File: config.mk
export PLATFORM = sky130hd
export DESIGN_NAME = pcpwm_timer
export DESIGN_NICKNAME = d
export VERILOG_FILES = /design/src/rtl/pcpwm_pkg.sv /design/src/rtl/pcpwm_prescaler.sv /design/src/rtl/pcpwm_counter.sv /design/src/rtl/pcpwm_channel.sv /design/src/rtl/pcpwm_timer.sv
export SDC_FILE = /design/constraint.sdc
export NUM_CORES = 1
export LEC_CHECK = 0
export ABC_AREA = 1
export BUFFER_PORTS_ARGS = -buffer_cell sky130_fd_sc_hd__buf_4
export CELL_PAD_IN_SITES_DETAIL_PLACEMENT = 0
export CELL_PAD_IN_SITES_GLOBAL_PLACEMENT = 1
export CORE_ASPECT_RATIO = 1.1
export CORE_MARGIN = 2
export CORE_UTILIZATION = 30
export DETAILED_ROUTE_END_ITERATION = 12
export GPL_ROUTABILITY_DRIVEN = 0
export PLACE_DENSITY_LB_ADDON = 0.1
export SYNTH_ARGS = -nofsm -noshare
export SYNTH_HDL_FRONTEND = slang
export SYNTH_SLANG_ARGS = --single-unit
File: constraint.sdc
create_clock -name clk -period 2.17 [get_ports clk]
set_input_delay 0.3255 -clock clk [delete_from_list [all_inputs] [get_ports clk]]
set_output_delay 0.3255 -clock clk [all_outputs]
set_load 0.005 [all_outputs]
File: src/rtl/pcpwm_pkg.sv
package pcpwm_pkg;

    localparam int PS_W = 10;

    localparam logic [2:0] PS_STOP    = 3'd0;
    localparam logic [2:0] PS_DIV1    = 3'd1;
    localparam logic [2:0] PS_DIV8    = 3'd2;
    localparam logic [2:0] PS_DIV64   = 3'd3;
    localparam logic [2:0] PS_DIV256  = 3'd4;
    localparam logic [2:0] PS_DIV1024 = 3'd5;

    typedef enum logic [1:0] {
        CH_OFF    = 2'd0,
        CH_TOGGLE = 2'd1,
        CH_NONINV = 2'd2,
        CH_INVERT = 2'd3
    } ch_mode_e;

    // Description of the count value about to be loaded.
    typedef struct packed {
        logic dir_up;    // travelling upward into this value
        logic at_top;    // value is the all-ones maximum
        logic at_bottom; // value is zero
    } step_t;

    // {enabled, low-bit mask}: a tick fires when the masked divider bits are all ones.
    function automatic logic [PS_W:0] ps_cfg(input logic [2:0] sel);
        case (sel)
            PS_DIV1:    return {1'b1, PS_W'(0)};
            PS_DIV8:    return {1'b1, PS_W'(7)};
            PS_DIV64:   return {1'b1, PS_W'(63)};
            PS_DIV256:  return {1'b1, PS_W'(255)};
            PS_DIV1024: return {1'b1, PS_W'(1023)};
            default:    return '0;
        endcase
    endfunction

endpackage

File: src/rtl/pcpwm_prescaler.sv
module pcpwm_prescaler
    import pcpwm_pkg::*;
(
    input  logic       clk,
    input  logic       rst,
    input  logic [2:0] sel,
    output logic       tick
);

    logic [PS_W-1:0] div_cnt;
    logic [PS_W:0]   cfg;

    always_ff @(posedge clk) begin
        if (rst) div_cnt <= '0;
        else     div_cnt <= div_cnt + 1'b1;
    end

    assign cfg  = ps_cfg(sel);
    assign tick = cfg[PS_W] && ((div_cnt & cfg[PS_W-1:0]) == cfg[PS_W-1:0]);

endmodule

File: src/rtl/pcpwm_counter.sv
module pcpwm_counter
    import pcpwm_pkg::*;
#(
    parameter int W = 8
) (
    input  logic         clk,
    input  logic         rst,
    input  logic         tick,
    output logic [W-1:0] value,
    output logic [W-1:0] nxt,
    output step_t        step
);

    localparam logic [W-1:0] TOP = '1;

    logic up_q;

    always_comb begin
        if (up_q) nxt = (value == TOP) ? TOP - 1'b1 : value + 1'b1;
        else      nxt = (value == '0)  ? W'(1)      : value - 1'b1;
        step.at_top    = (nxt == TOP);
        step.at_bottom = (nxt == '0);
        step.dir_up    = up_q ? (value != TOP) : (value == '0);
    end

    always_ff @(posedge clk) begin
        if (rst) begin
            value <= '0;
            up_q  <= 1'b1;
        end else if (tick) begin
            value <= nxt;
            up_q  <= step.dir_up;
        end
    end

endmodule

File: src/rtl/pcpwm_channel.sv
module pcpwm_channel
    import pcpwm_pkg::*;
#(
    parameter int W         = 8,
    parameter bit TOGGLE_OK = 1'b0
) (
    input  logic         clk,
    input  logic         rst,
    input  logic         tick,
    input  logic [W-1:0] cnt_value,
    input  logic [W-1:0] nxt_value,
    input  step_t        step,
    input  logic [W-1:0] cmp_sw,
    input  logic [1:0]   mode,
    input  logic         tog_en,
    input  logic         oe,
    output logic         pin,
    output logic         match,
    output logic [W-1:0] cmp_act
);

    localparam logic [W-1:0] TOP = '1;

    ch_mode_e     md;
    logic [W-1:0] eff;
    logic         hit, tog_ok, lvl, lvl_nxt, wave;

    assign md     = ch_mode_e'(mode);
    assign eff    = step.at_top ? cmp_sw : cmp_act;
    assign hit    = (nxt_value == eff);
    assign tog_ok = TOGGLE_OK && tog_en;

    always_comb begin
        lvl_nxt = lvl;
        case (md)
            CH_TOGGLE: if (tog_ok && hit) lvl_nxt = ~lvl;
            CH_NONINV, CH_INVERT: begin
                if (step.at_top)  lvl_nxt = (eff == TOP);
                else if (hit)     lvl_nxt = !(step.dir_up || step.at_bottom);
            end
            default: ;
        endcase
    end

    always_ff @(posedge clk) begin
        if (rst) begin
            lvl     <= 1'b0;
            cmp_act <= '0;
        end else if (tick) begin
            lvl <= lvl_nxt;
            if (step.at_top) cmp_act <= cmp_sw;
        end
    end

    always_comb begin
        case (md)
            CH_NONINV: wave = lvl;
            CH_INVERT: wave = ~lvl;
            CH_TOGGLE: wave = tog_ok & lvl;
            default:   wave = 1'b0;
        endcase
    end

    assign pin   = oe & wave;
    assign match = (cnt_value == cmp_act);

endmodule

File: src/rtl/pcpwm_timer.sv
module pcpwm_timer
    import pcpwm_pkg::*;
#(
    parameter int W = 8
) (
    input  logic         clk,
    input  logic         rst,
    input  logic [2:0]   presc_sel,
    input  logic [1:0]   mode_a,
    input  logic [1:0]   mode_b,
    input  logic         toggle_en_a,
    input  logic [W-1:0] cmp_a,
    input  logic [W-1:0] cmp_b,
    input  logic         oe_a,
    input  logic         oe_b,
    output logic         pwm_a,
    output logic         pwm_b,
    output logic         match_a,
    output logic         match_b,
    output logic         ovf
);

    localparam int NCH = 2;

    logic                   tick;
    logic [W-1:0]           cnt_value, cnt_nxt;
    step_t                  step;
    logic [NCH-1:0][1:0]    ch_mode;
    logic [NCH-1:0][W-1:0]  ch_cmp, ch_act;
    logic [NCH-1:0]         ch_oe, ch_pin, ch_match;
    logic [W-1:0]           cmp_act_a, cmp_act_b;

    assign ch_mode = {mode_b, mode_a};
    assign ch_cmp  = {cmp_b, cmp_a};
    assign ch_oe   = {oe_b, oe_a};

    pcpwm_prescaler u_pre (
        .clk  (clk),
        .rst  (rst),
        .sel  (presc_sel),
        .tick (tick)
    );

    pcpwm_counter #(.W(W)) u_cnt (
        .clk   (clk),
        .rst   (rst),
        .tick  (tick),
        .value (cnt_value),
        .nxt   (cnt_nxt),
        .step  (step)
    );

    for (genvar g = 0; g < NCH; g++) begin : g_ch
        pcpwm_channel #(.W(W), .TOGGLE_OK(g == 0)) u_ch (
            .clk       (clk),
            .rst       (rst),
            .tick      (tick),
            .cnt_value (cnt_value),
            .nxt_value (cnt_nxt),
            .step      (step),
            .cmp_sw    (ch_cmp[g]),
            .mode      (ch_mode[g]),
            .tog_en    (toggle_en_a),
            .oe        (ch_oe[g]),
            .pin       (ch_pin[g]),
            .match     (ch_match[g]),
            .cmp_act   (ch_act[g])
        );
    end

    assign pwm_a     = ch_pin[0];
    assign pwm_b     = ch_pin[1];
    assign match_a   = ch_match[0];
    assign match_b   = ch_match[1];
    assign cmp_act_a = ch_act[0];
    assign cmp_act_b = ch_act[1];
    assign ovf       = (cnt_value == '0);

endmodule

# [Yosys cells after proc, flatten, opt, wreduce, memory -nomap -nowiden]
# Index checks and enable logic that the tools add are counted.
[word_totals] regBits=37 in_bits=28 output_inout_bits=5 wordCells=65
[classes] add_sub_neg=3 n_eq_ne=22 n_mux=15 n_bitwise=6 n_reduce_logical=12
[op_table] op="$pmux W11 S5" count=1
[op_table] op="$mux W8" count=5
[op_table] op="$eq A8 B8 Y1" count=4
[op_table] op="$eq A8 B8 Y1 const B" count=4
[op_table] op="$logic_not A8 Y1" count=2
[op_table] op="$add A10 B1 Y10 const B" count=1
[op_table] op="$and A10 B10 Y10" count=1
[op_table] op="$eq A10 B10 Y1" count=1
[op_table] op="$add A8 B1 Y8 const B" count=1
[op_table] op="$eq A2 B2 Y1 const B" count=4
[op_table] op="$ne A8 B8 Y1 const B" count=1
[op_table] op="$sub A8 B1 Y8 const B" count=1
[op_table] op="$eq A3 B2 Y1 const B" count=2
[op_table] op="$eq A3 B3 Y1 const B" count=2
[op_table] op="$mux W1" count=6
[op_table] op="$pmux W1 S2" count=2
[op_table] op="$reduce_and A4 Y1" count=1
[op_table] op="$reduce_bool A2 Y1" count=2
[op_table] op="$reduce_or A2 Y1" count=2
[op_table] op="$and A1 B1 Y1" count=3
[op_table] op="$eq A3 B1 Y1 const B" count=1
[op_table] op="$ne A3 B1 Y1 const B" count=1
[op_table] op="$pmux W1 S3" count=1
[op_table] op="$reduce_and A3 Y1" count=1
[op_table] op="6 further kinds" count=8

# [Longest topological paths before layout]
# Gate-level depths: netlist of the first run.
[logic_depth] ltp_word=9 depth_mapped=23 ltp_nobuf=22

# [Modules after synthesis]
# Synthesis of the first run repeated with hierarchy kept, for this count alone.
[unflattened] cells_unflattened=548 hier_area_um2=3211.8
[by_module_without_submodules] module="pcpwm_counter" n_inst=1 cells_per_inst=185 area_per_inst_um2=1086.0 seq_area_each_um2=180.2
[by_module_without_submodules] module="pcpwm_channel at g_ch[0].u_ch" n_inst=1 cells_per_inst=145 area_per_inst_um2=809.5 seq_area_each_um2=180.2
[by_module_without_submodules] module="pcpwm_channel at g_ch[1].u_ch" n_inst=1 cells_per_inst=136 area_per_inst_um2=784.5 seq_area_each_um2=180.2
[by_module_without_submodules] module="pcpwm_prescaler" n_inst=1 cells_per_inst=75 area_per_inst_um2=505.5 seq_area_each_um2=200.2
[by_module_without_submodules] module="pcpwm_timer" n_inst=1 cells_per_inst=7 area_per_inst_um2=26.3 seq_area_each_um2=0.0

# [Worst setup path after synthesis of the first run]
# No wires, ideal clock.
[synth_path] kind="register to register" start="register u_cnt.value[0]" end="register g_ch[1].u_ch.lvl" setup_time_ns=0.115 arrival_time_ns=2.267 required_time_ns=2.055 path_slack_ns=-0.212 stages_incl_launch_ff=23 n_path_buf=2 period_less_slack_ns=2.382 cell_sequence="dfxtp_1 -> ha_1 -> nand2_1 -> nor2_2 -> nand2_2 -> nand2_4 -> nor2_1 -> nor2_4 -> nand2_2 -> nor2_4 -> buf_6 -> buf_12 -> nand4_1 -> nand3_1 -> nand2_1 -> clkinv_1 -> nand2_1 -> nor2_1 -> nand2_1 -> nand2_1 -> nand3_1 -> nand2_1 -> nor2_1"
[synth_between] elab_chain_len=8 elab_cells_between_ends=20 cone_classes="2 x add/sub; 5 x eq/ne; 7 x mux; 6 x reduce/logical"
[synth_rtl] element="start, declared" line="pcpwm_counter.sv:9" text="output logic [W-1:0] value,"
[synth_rtl] element="start signal, assigned" line="pcpwm_counter.sv:31" text="value <= nxt;"
[synth_rtl] element="$sub A8 B1 Y8 (tied with other cells)" line="pcpwm_counter.sv:20" text="else nxt = (value == '0) ? W'(1) : value - 1'b1;"
[synth_rtl] element="$mux W8, on equally long branches" line="pcpwm_counter.sv:20, pcpwm_counter.sv:19"
[synth_rtl] element="$mux W8" line="pcpwm_counter.sv:19" text="if (up_q) nxt = (value == TOP) ? TOP - 1'b1 : value + 1'b1;"
[synth_rtl] element="$eq A8 B8 Y1 or $logic_not A8 Y1 (tied branches)" line="pcpwm_counter.sv:21, pcpwm_counter.sv:22"
[synth_rtl] element="$mux W8 or $logic_or A1 B1 Y1 (tied branches)"
[synth_rtl] element="$eq A8 B8 Y1 or $logic_not A1 Y1 (tied branches)" line="pcpwm_channel.sv:30, pcpwm_channel.sv:39"
[synth_rtl] element="$reduce_bool A2 Y1 (no line) or $mux W1 (tied branches)"
[synth_rtl] element="$reduce_and A3 Y1 (no line) or $mux W1 (tied branches)"
[synth_rtl] element="end signal, assigned" line="pcpwm_channel.sv:50" text="lvl <= lvl_nxt;"
[synth_rtl] element="end, declared" line="pcpwm_channel.sv:26" text="logic hit, tog_ok, lvl, lvl_nxt, wave;"
# Several ways; a longest one is shown, not always the timed one. The select of a mux whose other input is x is not followed.
# A chain may end at the register's enable or synchronous reset.

# [Worst setup path in the final report of the first run]
[layout_path] start="register u_cnt.value[1]" end="register g_ch[1].u_ch.lvl"
# The elaborated chain is that of the path after synthesis.

==> results of run 1 <==
synthesized netlist by cell type, types with 6 or more instances:
master / n / area share
o21ai_0: 29 / 0.047
nand3_1: 45 / 0.072
o211ai_1: 6 / 0.014
nor2_1: 33 / 0.040
inv_1: 62 / 0.075
a21oi_1: 27 / 0.043
nand2_2: 8 / 0.016
nand4_1: 21 / 0.042
dfxtp_1: 37 / 0.24
xor2_1: 8 / 0.022
buf_6: 8 / 0.029
clkbuf_1: 6 / 0.0072
inv_2: 7 / 0.0084
nor2_4: 6 / 0.022
nand2_1: 140 / 0.17
power by group:
group / total (mW) / internal (mW) / leakage, nW / switching, mW
Sequential: 0.725 / 0.700 / 0.304 / 0.0259
Combinational: 0.492 / 0.233 / 1.92 / 0.259
Clock: 0.851 / 0.545 / 0.0810 / 0.306
Total: 2.07 / 1.48 / 2.31 / 0.591
worst max-delay path, stage by stage, from the launching register on:
cell and delay, ns:
dfxtp_4 0.40, ha_4 0.15, nand2_1 0.06, nor2_2 0.12, nand2_2 0.08, nand2_4 0.10, nor2_2 0.06, nor2_4 0.09
nand2_2 0.07, nor2_4 0.15, buf_6 0.16, buf_4 0.11, nand4_1 0.17, buf_4 0.19, nand3b_1 0.15, nor2_1 0.10
a21boi_1 0.09, nand3_1 0.09, nand2_1 0.05, nor2_1 0.08
kinds of logic (layout without fill, tap and decap cells):
group / after synthesis / in the layout / share of synthesized area
buf+inv: 94 / 213 / 0.1426
compound gates: 74 / 74 / 0.1330
flops: 37 / 37 / 0.2378
xor+xnor: 12 / 12 / 0.03375
simple gates: 279 / 279 / 0.4367
fa+ha+maj: 4 / 4 / 0.01607
flip-flops by register name, summed over array words and instances, names as in the netlist:
name               flops
g_ch.u_ch.cmp_act     16
u_pre.div_cnt         10
u_cnt.value            8
g_ch.u_ch.lvl          2
u_cnt.up_q             1
layer usage:
layer	global-route usage	vias to the layer above
met5	0	-
met4	0.08108	0
met3	0.02396	18
met2	0.3479	73
met1	0.2594	1583
li1	-	1865
path summary, 6_finish.rpt:
kind                           end  slack (ns)  cells past startpoint
hold reg to reg   u_pre.div_cnt[6]        0.48                      1
hold / removal    u_pre.div_cnt[0]        0.38                      2
setup / recovery  g_ch[1].u_ch.lvl       -0.35                     19
setup reg to reg  g_ch[1].u_ch.lvl       -0.35                     19
cell usage in the layout, fill, tap and decap left out, types with 6 or more instances in the layout:
cell,count
nor2_1,30
inv_1,60
inv_2,6
dfxtp_1,31
buf_4,126
nand3_1,43
xor2_1,8
a21oi_1,27
o21ai_1,6
nand2_2,23
o211ai_1,6
o21ai_0,23
nand2_1,123
nor2_2,7
nor2_4,7
nand4_1,21
what timing repair did:
action	CTS	global route
setup endpoints to repair	17	18
hold buffers	0	0
hold endpoints to repair	0	0
gates resized for setup	23	14
setup buffers	1	2
pin swaps	2	2
cell type report:
| type | count | area share |
|---|---|---|
| multi-input combinational | 369 | 0.4623 |
| clock inverter | 2 | 0.008686 |
| inverter | 73 | 0.06416 |
| timing repair buffer | 132 | 0.2328 |
| clock buffer | 6 | 0.02886 |
| sequential | 37 | 0.1687 |
| tap | 123 | 0.03446 |
stage by stage:
stage / TNS (ns) / hold slack [ns] / setup slack, ns / instance area [µm²]
after detailed placement: -1.973 / 0.4671 / -0.4555 / 4170
after CTS: -1.114 / 0.3912 / -0.3331 / 4400
after floorplan: -0.1693 / 0.4175 / -0.09279 / 3203
after global routing: -3.505 / 0.3839 / -0.5725 / 4466
after global placement: -1.360 / 0.4338 / -0.4702 / 4170
final: -0.9541 / 0.3798 / -0.3488 / 4466
==> flow_summary.json, run 1 <==
{
  "maxSlewHeadroom": 0.7513,
  "grt_pass1_vias": 3556,
  "fmax_mhz": 397.0,
  "cts_sinks": 37,
  "yosys_warnings": 0,
  "irDropWorstVdd_v": 0.0002897,
  "clkSlewWorstSetupHoldPaths_ns": 0.06,
  "nets": 650,
  "grt_max_degree": 25,
  "finalSetupViolCount": 6,
  "drt_iter0_markers": 149,
  "top_layer_used": "met4",
  "min_from": "rst",
  "synth-seq-area-share": 0.2378,
  "cp_max_fo": 9,
  "startpoint": "u_cnt.value[1]",
  "wl_met3_um": 418,
  "cts_tree": "yes",
  "h-tree-depth": 2,
  "die_y_um": 110.9,
  "drv_cap": 0,
  "die_width_um": 101.1,
  "synth_edf_count": 0,
  "dp_hpwl_um": 8715,
  "period_share": 1.161,
  "ys_ff_latch": 37,
  "grt_overflow": 0,
  "n_fill_cell": 1124,
  "fin_ws_ns": -0.3488,
  "finalMaxSlewViolations": 0,
  "area_growth_pct": 43.39,
  "final_util": 0.4358,
  "insertedDiodeCount": 0,
  "hp-class": "input pin to flip-flop",
  "cts_made_buffers": 5,
  "drtAntennaViolNets": 0,
  "die_area_um2": 11210,
  "end_kind": "flip-flop",
  "met2_wirelength_um": 5294,
  "cts_max_path_buffers": 2,
  "p_total_mw": 2.068,
  "seqCellArea_um2": 753.2,
  "start_util": 0.3039,
  "port_buffers": 32,
  "grt_pass1_wl_um": 17790,
  "drc": 0,
  "worst_pin_slew_ns": 0.3701,
  "insertion_delay_ns": 0.29,
  "yosysUniqueCellTypes": 38,
  "r2r_start": "u_cnt.value[1]",
  "period_minus_slack_ns": 2.519,
  "track_usage": 0.2045,
  "skew_ns": 0.004831,
  "dr.pass1.iters": 4,
  "num_vias": 3539,
  "critPathRequiredTime_ns": 2.40,
  "wl_per_cell_um": 14.51,
  "hold_viol_final": 0,
  "stdcell_count": 742,
  "core_um2": 10250,
  "syn_area_um2": 3114,
  "vias_per_cell": 4.770,
  "antenna_found_initial": 0,
  "dp_cells": 731,
  "leakagePower_nw": 2.307,
  "wl_met1_um": 4715,
  "crit_arrival_ns": 2.75,
  "violations": "setup timing",
  "grt_setup_unrepaired": "yes",
  "synth_nets": 532,
  "rows": 39,
  "cts_root_buf": "clkbuf_16",
  "drive_above_1_share": 0.3409,
  "postSynthAreaPerCell_um2": 6.228,
  "ys.flop_type": "dfxtp_1",
  "power_density_nw_per_um2": 463.1,
  "multi_input_area_um2": 2064,
  "status": "finished with violations",
  "syn_inst": 500,
  "routed_wl_um": 10770,
  "synthArstFlopShare": 0,
  "pin_count": 33,
  "path_class": "flip-flop to flip-flop",
  "start_kind": "flip-flop"
}
No activity file was read; power rests on OpenSTA's default activity.
==> run 2, diff against run 1 <==
SKIP_LAST_GASP = 1   (was unset)
==> flow_summary.json, run 2 (synthesized netlist as in run 1, its figures left out) <==
{
  "grt_pass1_vias": 3548,
  "pin_count": 33,
  "status": "finished with violations",
  "cts_sinks": 37,
  "n_fill_cell": 1122,
  "fmax_mhz": 402.2,
  "drive_above_1_share": 0.3296,
  "crit_arrival_ns": 2.71,
  "p_sw_uw": 587.8,
  "track_usage": 0.2043,
  "power_density_nw_per_um2": 465.8,
  "period_minus_slack_ns": 2.486,
  "end_kind": "flip-flop",
  "vias_per_cell": 4.788,
  "die_area_um2": 11210,
  "die_width_um": 101.1,
  "leakagePower_nw": 2.304,
  "power_frac_seq": 0.351,
  "grt_max_degree": 25,
  "power_frac_clock": 0.412,
  "worst_pin_slew_ns": 0.3701,
  "port_buffers": 32,
  "maxSlewHeadroom": 0.7513,
  "switching_share": 0.2849,
  "hold_viol_final": 0,
  "top_regs": "g_ch.u_ch.cmp_act: 16 flops, u_pre.div_cnt: 10 flops, u_cnt.value: 8 flops",
  "finalSetupViolCount": 6,
  "h-tree-depth": 2,
  "largest_register_ffs": 16,
  "dpl-instance-area_um2": 4170,
  "setup_tns_ns": -0.9915,
  "start_kind": "flip-flop",
  "drtAntennaViolNets": 0,
  "antenna_found_initial": 0,
  "grt_overflow": 0,
  "drt_iter0_markers": 138,
  "cts_tree": "yes",
  "cp_max_fo": 9,
  "p_comb_frac": 0.236,
  "violations": "setup timing",
  "die_y_um": 110.9,
  "drc": 0,
  "regMostFlops": "g_ch.u_ch.cmp_act",
  "insertedDiodeCount": 0,
  "insertion_delay_ns": 0.29,
  "drv_cap": 0,
  "critPathRequiredTime_ns": 2.40,
  "skew_ns": 0.004891,
  "cts_root_buf": "clkbuf_16",
  "clkSlewWorstSetupHoldPaths_ns": 0.06,
  "area_growth_pct": 42.23,
  "mostFrequentLayoutCell": "nand2_1",
  "dr.pass1.iters": 4,
  "cts_made_buffers": 5,
  "path_class": "flip-flop to flip-flop",
  "core_um2": 10250,
  "period_share": 1.146,
  "hp-class": "input pin to flip-flop",
  "reg2reg_slack_ns": -0.32,
  "grt_setup_unrepaired": "yes",
  "finalMaxSlewViolations": 0,
  "cts_max_path_buffers": 2,
  "dp_hpwl_um": 8715,
  "routed_wl_um": 10740,
  "design_area_um2": 4429,
  "final_cell_mix": "nand2_1 (128), buf_4 (127), inv_1 (60)",
  "wl_per_cell_um": 14.47,
  "grt_pass1_wl_um": 17760,
  "irDropWorstVdd_v": 0.0002898,
  "rows": 39,
  "fin_ws_ns": -0.3161,
  "nets": 650,
  "start_util": 0.3039,
  "num_vias": 3553,
  "intPower_mw": 1.475
}
==> run 2: cell counts in the layout (fill, tap and decap cells not counted) <==
No cell type changed its count.
==> run 2: layer usage <==
| layer | share of wire | global-route usage | wire length [µm] | vias to the layer above |
|---|---|---|---|---|
| met1 | 0.44 | 0.2594 | 4713 | 1604 |
| met5 | 0 | 0 | 0 | - |
| li1 | - | - | - | 1863 |
| met2 | 0.49 | 0.3470 | 5295 | 68 |
| met3 | 0.036 | 0.02396 | 390 | 18 |
| met4 | 0.031 | 0.08108 | 338 | 0 |
==> run 2: power by group through the flow <==
stage | Sequential, mW | Combinational [mW] | Clock [mW]
global placement | 0.739 | 0.483 | 0
CTS | 0.725 | 0.490 | 0.875
global route | 0.727 | 0.548 | 0.907
floorplan | 0.729 | 0.259 | 0
finish | 0.725 | 0.488 | 0.851
detailed placement | 0.739 | 0.484 | 0
==> run 2: cell type report <==
cell class                      count  area [µm²]  area share
Sequential cell                    37       753.2      0.1701
Tap cell                          123       153.9     0.03475
Timing Repair Buffer              132        1036      0.2339
Clock buffer                        6       128.9     0.02910
Multi-Input combinational cell    369        2034      0.4593
Clock inverter                      2       38.79    0.008757
Inverter                           73       284.0     0.06412
==> run 2: per-stage QoR <==
stage	utilization	setup WS, ns	total power, mW	hold WS [ns]	cells
final	0.4322	-0.3161	2.063	0.3815	742
after global routing	0.4322	-0.5734	2.182	0.3839	742
after CTS	0.4277	-0.3440	2.090	0.3912	740
after detailed placement	0.4070	-0.4555	1.223	0.4671	731
after global placement	0.4070	-0.4702	1.222	0.4338	731
after floorplan	-	-0.09279	0.9881	0.4175	500
==> run 2: worst paths after layout <==
path	end	startpoint	cells after the start
setup / recovery	g_ch[1].u_ch.lvl	u_cnt.value[1]	19
hold / removal	u_pre.div_cnt[0]	rst	2
setup reg to reg	g_ch[1].u_ch.lvl	u_cnt.value[1]	19
hold reg to reg	u_pre.div_cnt[6]	u_pre.div_cnt[6]	1
==> run 2: timing repair <==
item,CTS,global route
resized for setup,18,7
hold buffers,0,0
buffers inserted,1,2
endpoints found under the setup margin,17,18
pin swaps,2,2
==> run 2: critical path, stage by stage, from the launching register on <==
cell and delay [ns]:
dfxtp_4 0.40, ha_4 0.15, nand2_1 0.06, nor2_2 0.12
nand2_2 0.08, nand2_4 0.08, nor2_1 0.07, nor2_4 0.09
nand2_2 0.07, nor2_4 0.15, buf_6 0.15, buf_4 0.11
nand4_1 0.15, buf_4 0.18, nand3b_1 0.15, nor2_1 0.10
a21boi_1 0.10, nand3_1 0.09, nand2_1 0.05, nor2_1 0.08
==> run 3, diff against run 2 <==
ABC_AREA = 0   (was 1)
==> flow_summary.json, run 3 <==
{
  "status": "finished with violations",
  "violations": "setup timing",
  "regMostFlops": "g_ch.u_ch.cmp_act",
  "grt_max_degree": 41,
  "ys.flop_type": "dfxtp_1",
  "track_usage": 0.1917,
  "antenna_found_initial": 0,
  "path_depth": 10,
  "largest_register_ffs": 16,
  "crit_family": "simple AND/OR/NAND/NOR gates",
  "fin_ws_ns": -0.9306,
  "insertedDiodeCount": 0,
  "end_kind": "flip-flop",
  "insertion_delay_ns": 0.30,
  "drt_iter0_markers": 88,
  "yosys_warnings": 0,
  "finalMaxSlewViolations": 0,
  "hp-class": "input pin to flip-flop",
  "met1_usage": 0.2515,
  "num_vias": 2816,
  "pin_count": 33,
  "reg2reg_slack_ns": -0.93,
  "area_growth_pct": 46.24,
  "hold_viol_final": 0,
  "postSynthAreaPerCell_um2": 8.350,
  "n_fill_cell": 937,
  "synth_area_leaders": "dfxtp_1 (27%), mux2i_1 (10%), xnor2_1 (8.4%), nor2_1 (6.5%), xor2_1 (3.6%)",
  "cp_num_buf_inv": 1,
  "cts_sinks": 37,
  "use_met3": 0.02473,
  "fmax_mhz": 322.5,
  "rr_endpoint": "g_ch[1].u_ch.lvl",
  "synth-seq-area-share": 0.2729,
  "drc": 0,
  "holdBufCountCts": 0,
  "h-tree-depth": 2,
  "start_util": 0.3074,
  "grt_overflow": 0,
  "crit_path_top_delay_cell": "or4_4",
  "dp_hpwl_um": 7072,
  "worst_pin_slew_ns": 0.4984,
  "cts_root_buf": "clkbuf_8",
  "met2_usage": 0.3227,
  "grt_busiest_layer": "met2",
  "syn_inst": 325,
  "die_area_um2": 9824,
  "skew_ns": 0.005091,
  "drv_cap": 0,
  "ys_ff_latch": 37,
  "die_width_um": 94.69,
  "leakagePower_nw": 1.526,
  "final_cell_mix": "buf_4 (104), nor2_1 (47), dfxtp_1 (34)",
  "mostFrequentLayoutCell": "buf_4",
  "dr.pass1.iters": 4,
  "routed_wl_um": 9073,
  "cts_tree": "yes",
  "hold_path_depth": 3,
  "final_util": 0.4495,
  "cp_max_fo": 4,
  "top_regs": "g_ch.u_ch.cmp_act: 16 flops, u_pre.div_cnt: 10 flops, u_cnt.value: 8 flops",
  "clkSlewWorstSetupHoldPaths_ns": 0.08,
  "cpPeakStageDelay_ns": 0.54,
  "yosys-top-cells-count": "nor2_1 (47), dfxtp_1 (37), mux2i_1 (28)",
  "drtAntennaViolNets": 0,
  "syn_area_um2": 2714,
  "die_y_um": 103.8,
  "start_kind": "flip-flop",
  "min_from": "cmp_b[1]",
  "drive_above_1_share": 0.3817,
  "grt_pass1_wl_um": 14700,
  "yosysUniqueCellTypes": 65,
  "power_density_nw_per_um2": 436.8,
  "rows": 36,
  "grt_setup_unrepaired": "yes",
  "yosys.area.top_type": "dfxtp_1",
  "grt_pass1_vias": 2860,
  "synth_most_common_cell": "nor2_1",
  "core_um2": 8828,
  "cts_made_buffers": 5,
  "period_minus_slack_ns": 3.101,
  "finalSetupViolCount": 18,
  "synthArstFlopShare": 0,
  "min_to": "g_ch[1].u_ch.cmp_act[1]",
  "preCtsSetupSlack_ns": -0.9964,
  "wl_per_cell_um": 16.77,
  "irDropWorstVdd_v": 0.0002252,
  "maxSlewHeadroom": 0.6658,
  "period_share": 1.429,
  "synth_edf_count": 0,
  "synth_top_area_frac": 0.2729,
  "cts_max_path_buffers": 2,
  "nets": 458,
  "vias_per_cell": 5.205,
  "synth_nets": 357,
  "rr_worst_depth": 10,
  "r2r_start": "u_cnt.value[0]",
  "port_buffers": 32,
  "crit_arrival_ns": 3.29,
  "crit_chain": "or4_4, nor4b_4, mux4_2, or3b_4, buf_4, o31a_2, a211oi_2, nor4b_2, a41oi_1, mux2_1",
  "path_class": "flip-flop to flip-flop",
  "critPathRequiredTime_ns": 2.36
}
## run 3: cell count changes after synthesis, moves of 10 or more
cell	previous run	this run
a21oi_1	27	8
inv_1	62	5
mux2i_1	0	28
nand2_1	140	18
nand3_1	45	12
nand4_1	21	11
nor2_1	33	47
o21ai_0	29	7
xnor2_1	4	26
## run 3: worst max path at each step
stage / slack [ns] / startpoint / end
floorplan: -0.98 / u_cnt.value[0] / g_ch[1].u_ch.lvl
global placement: -1.00 / u_cnt.value[2] / g_ch[1].u_ch.lvl
detailed placement: -1.0 / u_cnt.value[0] / g_ch[0].u_ch.lvl
CTS: -0.97 / u_cnt.value[0] / g_ch[1].u_ch.lvl
global route: -1.05 / u_cnt.value[0] / g_ch[1].u_ch.lvl
finish: -0.93 / u_cnt.value[0] / g_ch[1].u_ch.lvl
## run 3: cell type report
cell class              instances  area [µm²]  area share
multi-input cells             263        2048      0.5161
repair buffers                113       894.6      0.2254
flip-flops and latches         37       747.0      0.1882
well taps                     114       142.6     0.03594
clock buffers                   6       72.57     0.01828
clock inverters                 2       38.79    0.009773
inverters                       6       25.02    0.006305
## run 3: layer usage
metal / share of wire / up-vias
met5: 0 / -
met4: 0.020 / 0
met3: 0.020 / 16
met2: 0.49 / 43
met1: 0.47 / 1360
li1: - / 1397
## run 3: logic make-up (layout without fill, tap and decap cells)
| family | count (synthesis) | after routing | synth area share |
|---|---|---|---|
| adder cells (fa/ha/maj) | 4 | 4 | 0.01844 |
| AO/OA/AOI/OAI | 64 | 64 | 0.1780 |
| buffers and inverters | 25 | 127 | 0.04334 |
| multiplexers | 31 | 31 | 0.1199 |
| XOR/XNOR | 37 | 37 | 0.1194 |
| flip-flops | 37 | 37 | 0.2729 |
| AND/OR/NAND/NOR | 127 | 127 | 0.2480 |
## run 3: report_power, final
| group | switching, mW | internal (mW) |
|---|---|---|
| logic | 0.198 | 0.215 |
| registers | 0.0127 | 0.689 |
| clock network | 0.274 | 0.345 |
| total | 0.484 | 1.25 |
## run 3: through the flow
step	cells	TNS (ns)	total power [mW]	instance area, µm²	hold WS (ns)
3_3_place_gp	531	-12.18	1.100	3657	0.4258
3_5_place_dp	531	-12.84	1.103	3657	0.4406
2_1_floorplan	325	-6.174	0.8990	2786	0.4132
6_report	541	-9.490	1.734	3969	0.2783
4_1_cts	540	-9.696	1.739	3869	0.2720
5_1_grt	541	-11.17	1.816	3969	0.2906
## run 3: repair_timing
item / CTS / global route
pin swaps: 6 / 11
gates resized for setup: 20 / 18
buffers inserted: 1 / 1
endpoints found under the setup margin: 19 / 21
## run 3: worst register-to-register path, stage by stage (launching register included)
cell	delay (ns)
dfxtp_4	0.37
or4_4	0.54
nor4b_4	0.21
mux4_2	0.28
or3b_4	0.40
buf_4	0.15
o31a_2	0.29
a211oi_2	0.17
nor4b_2	0.07
a41oi_1	0.17
mux2_1	0.34
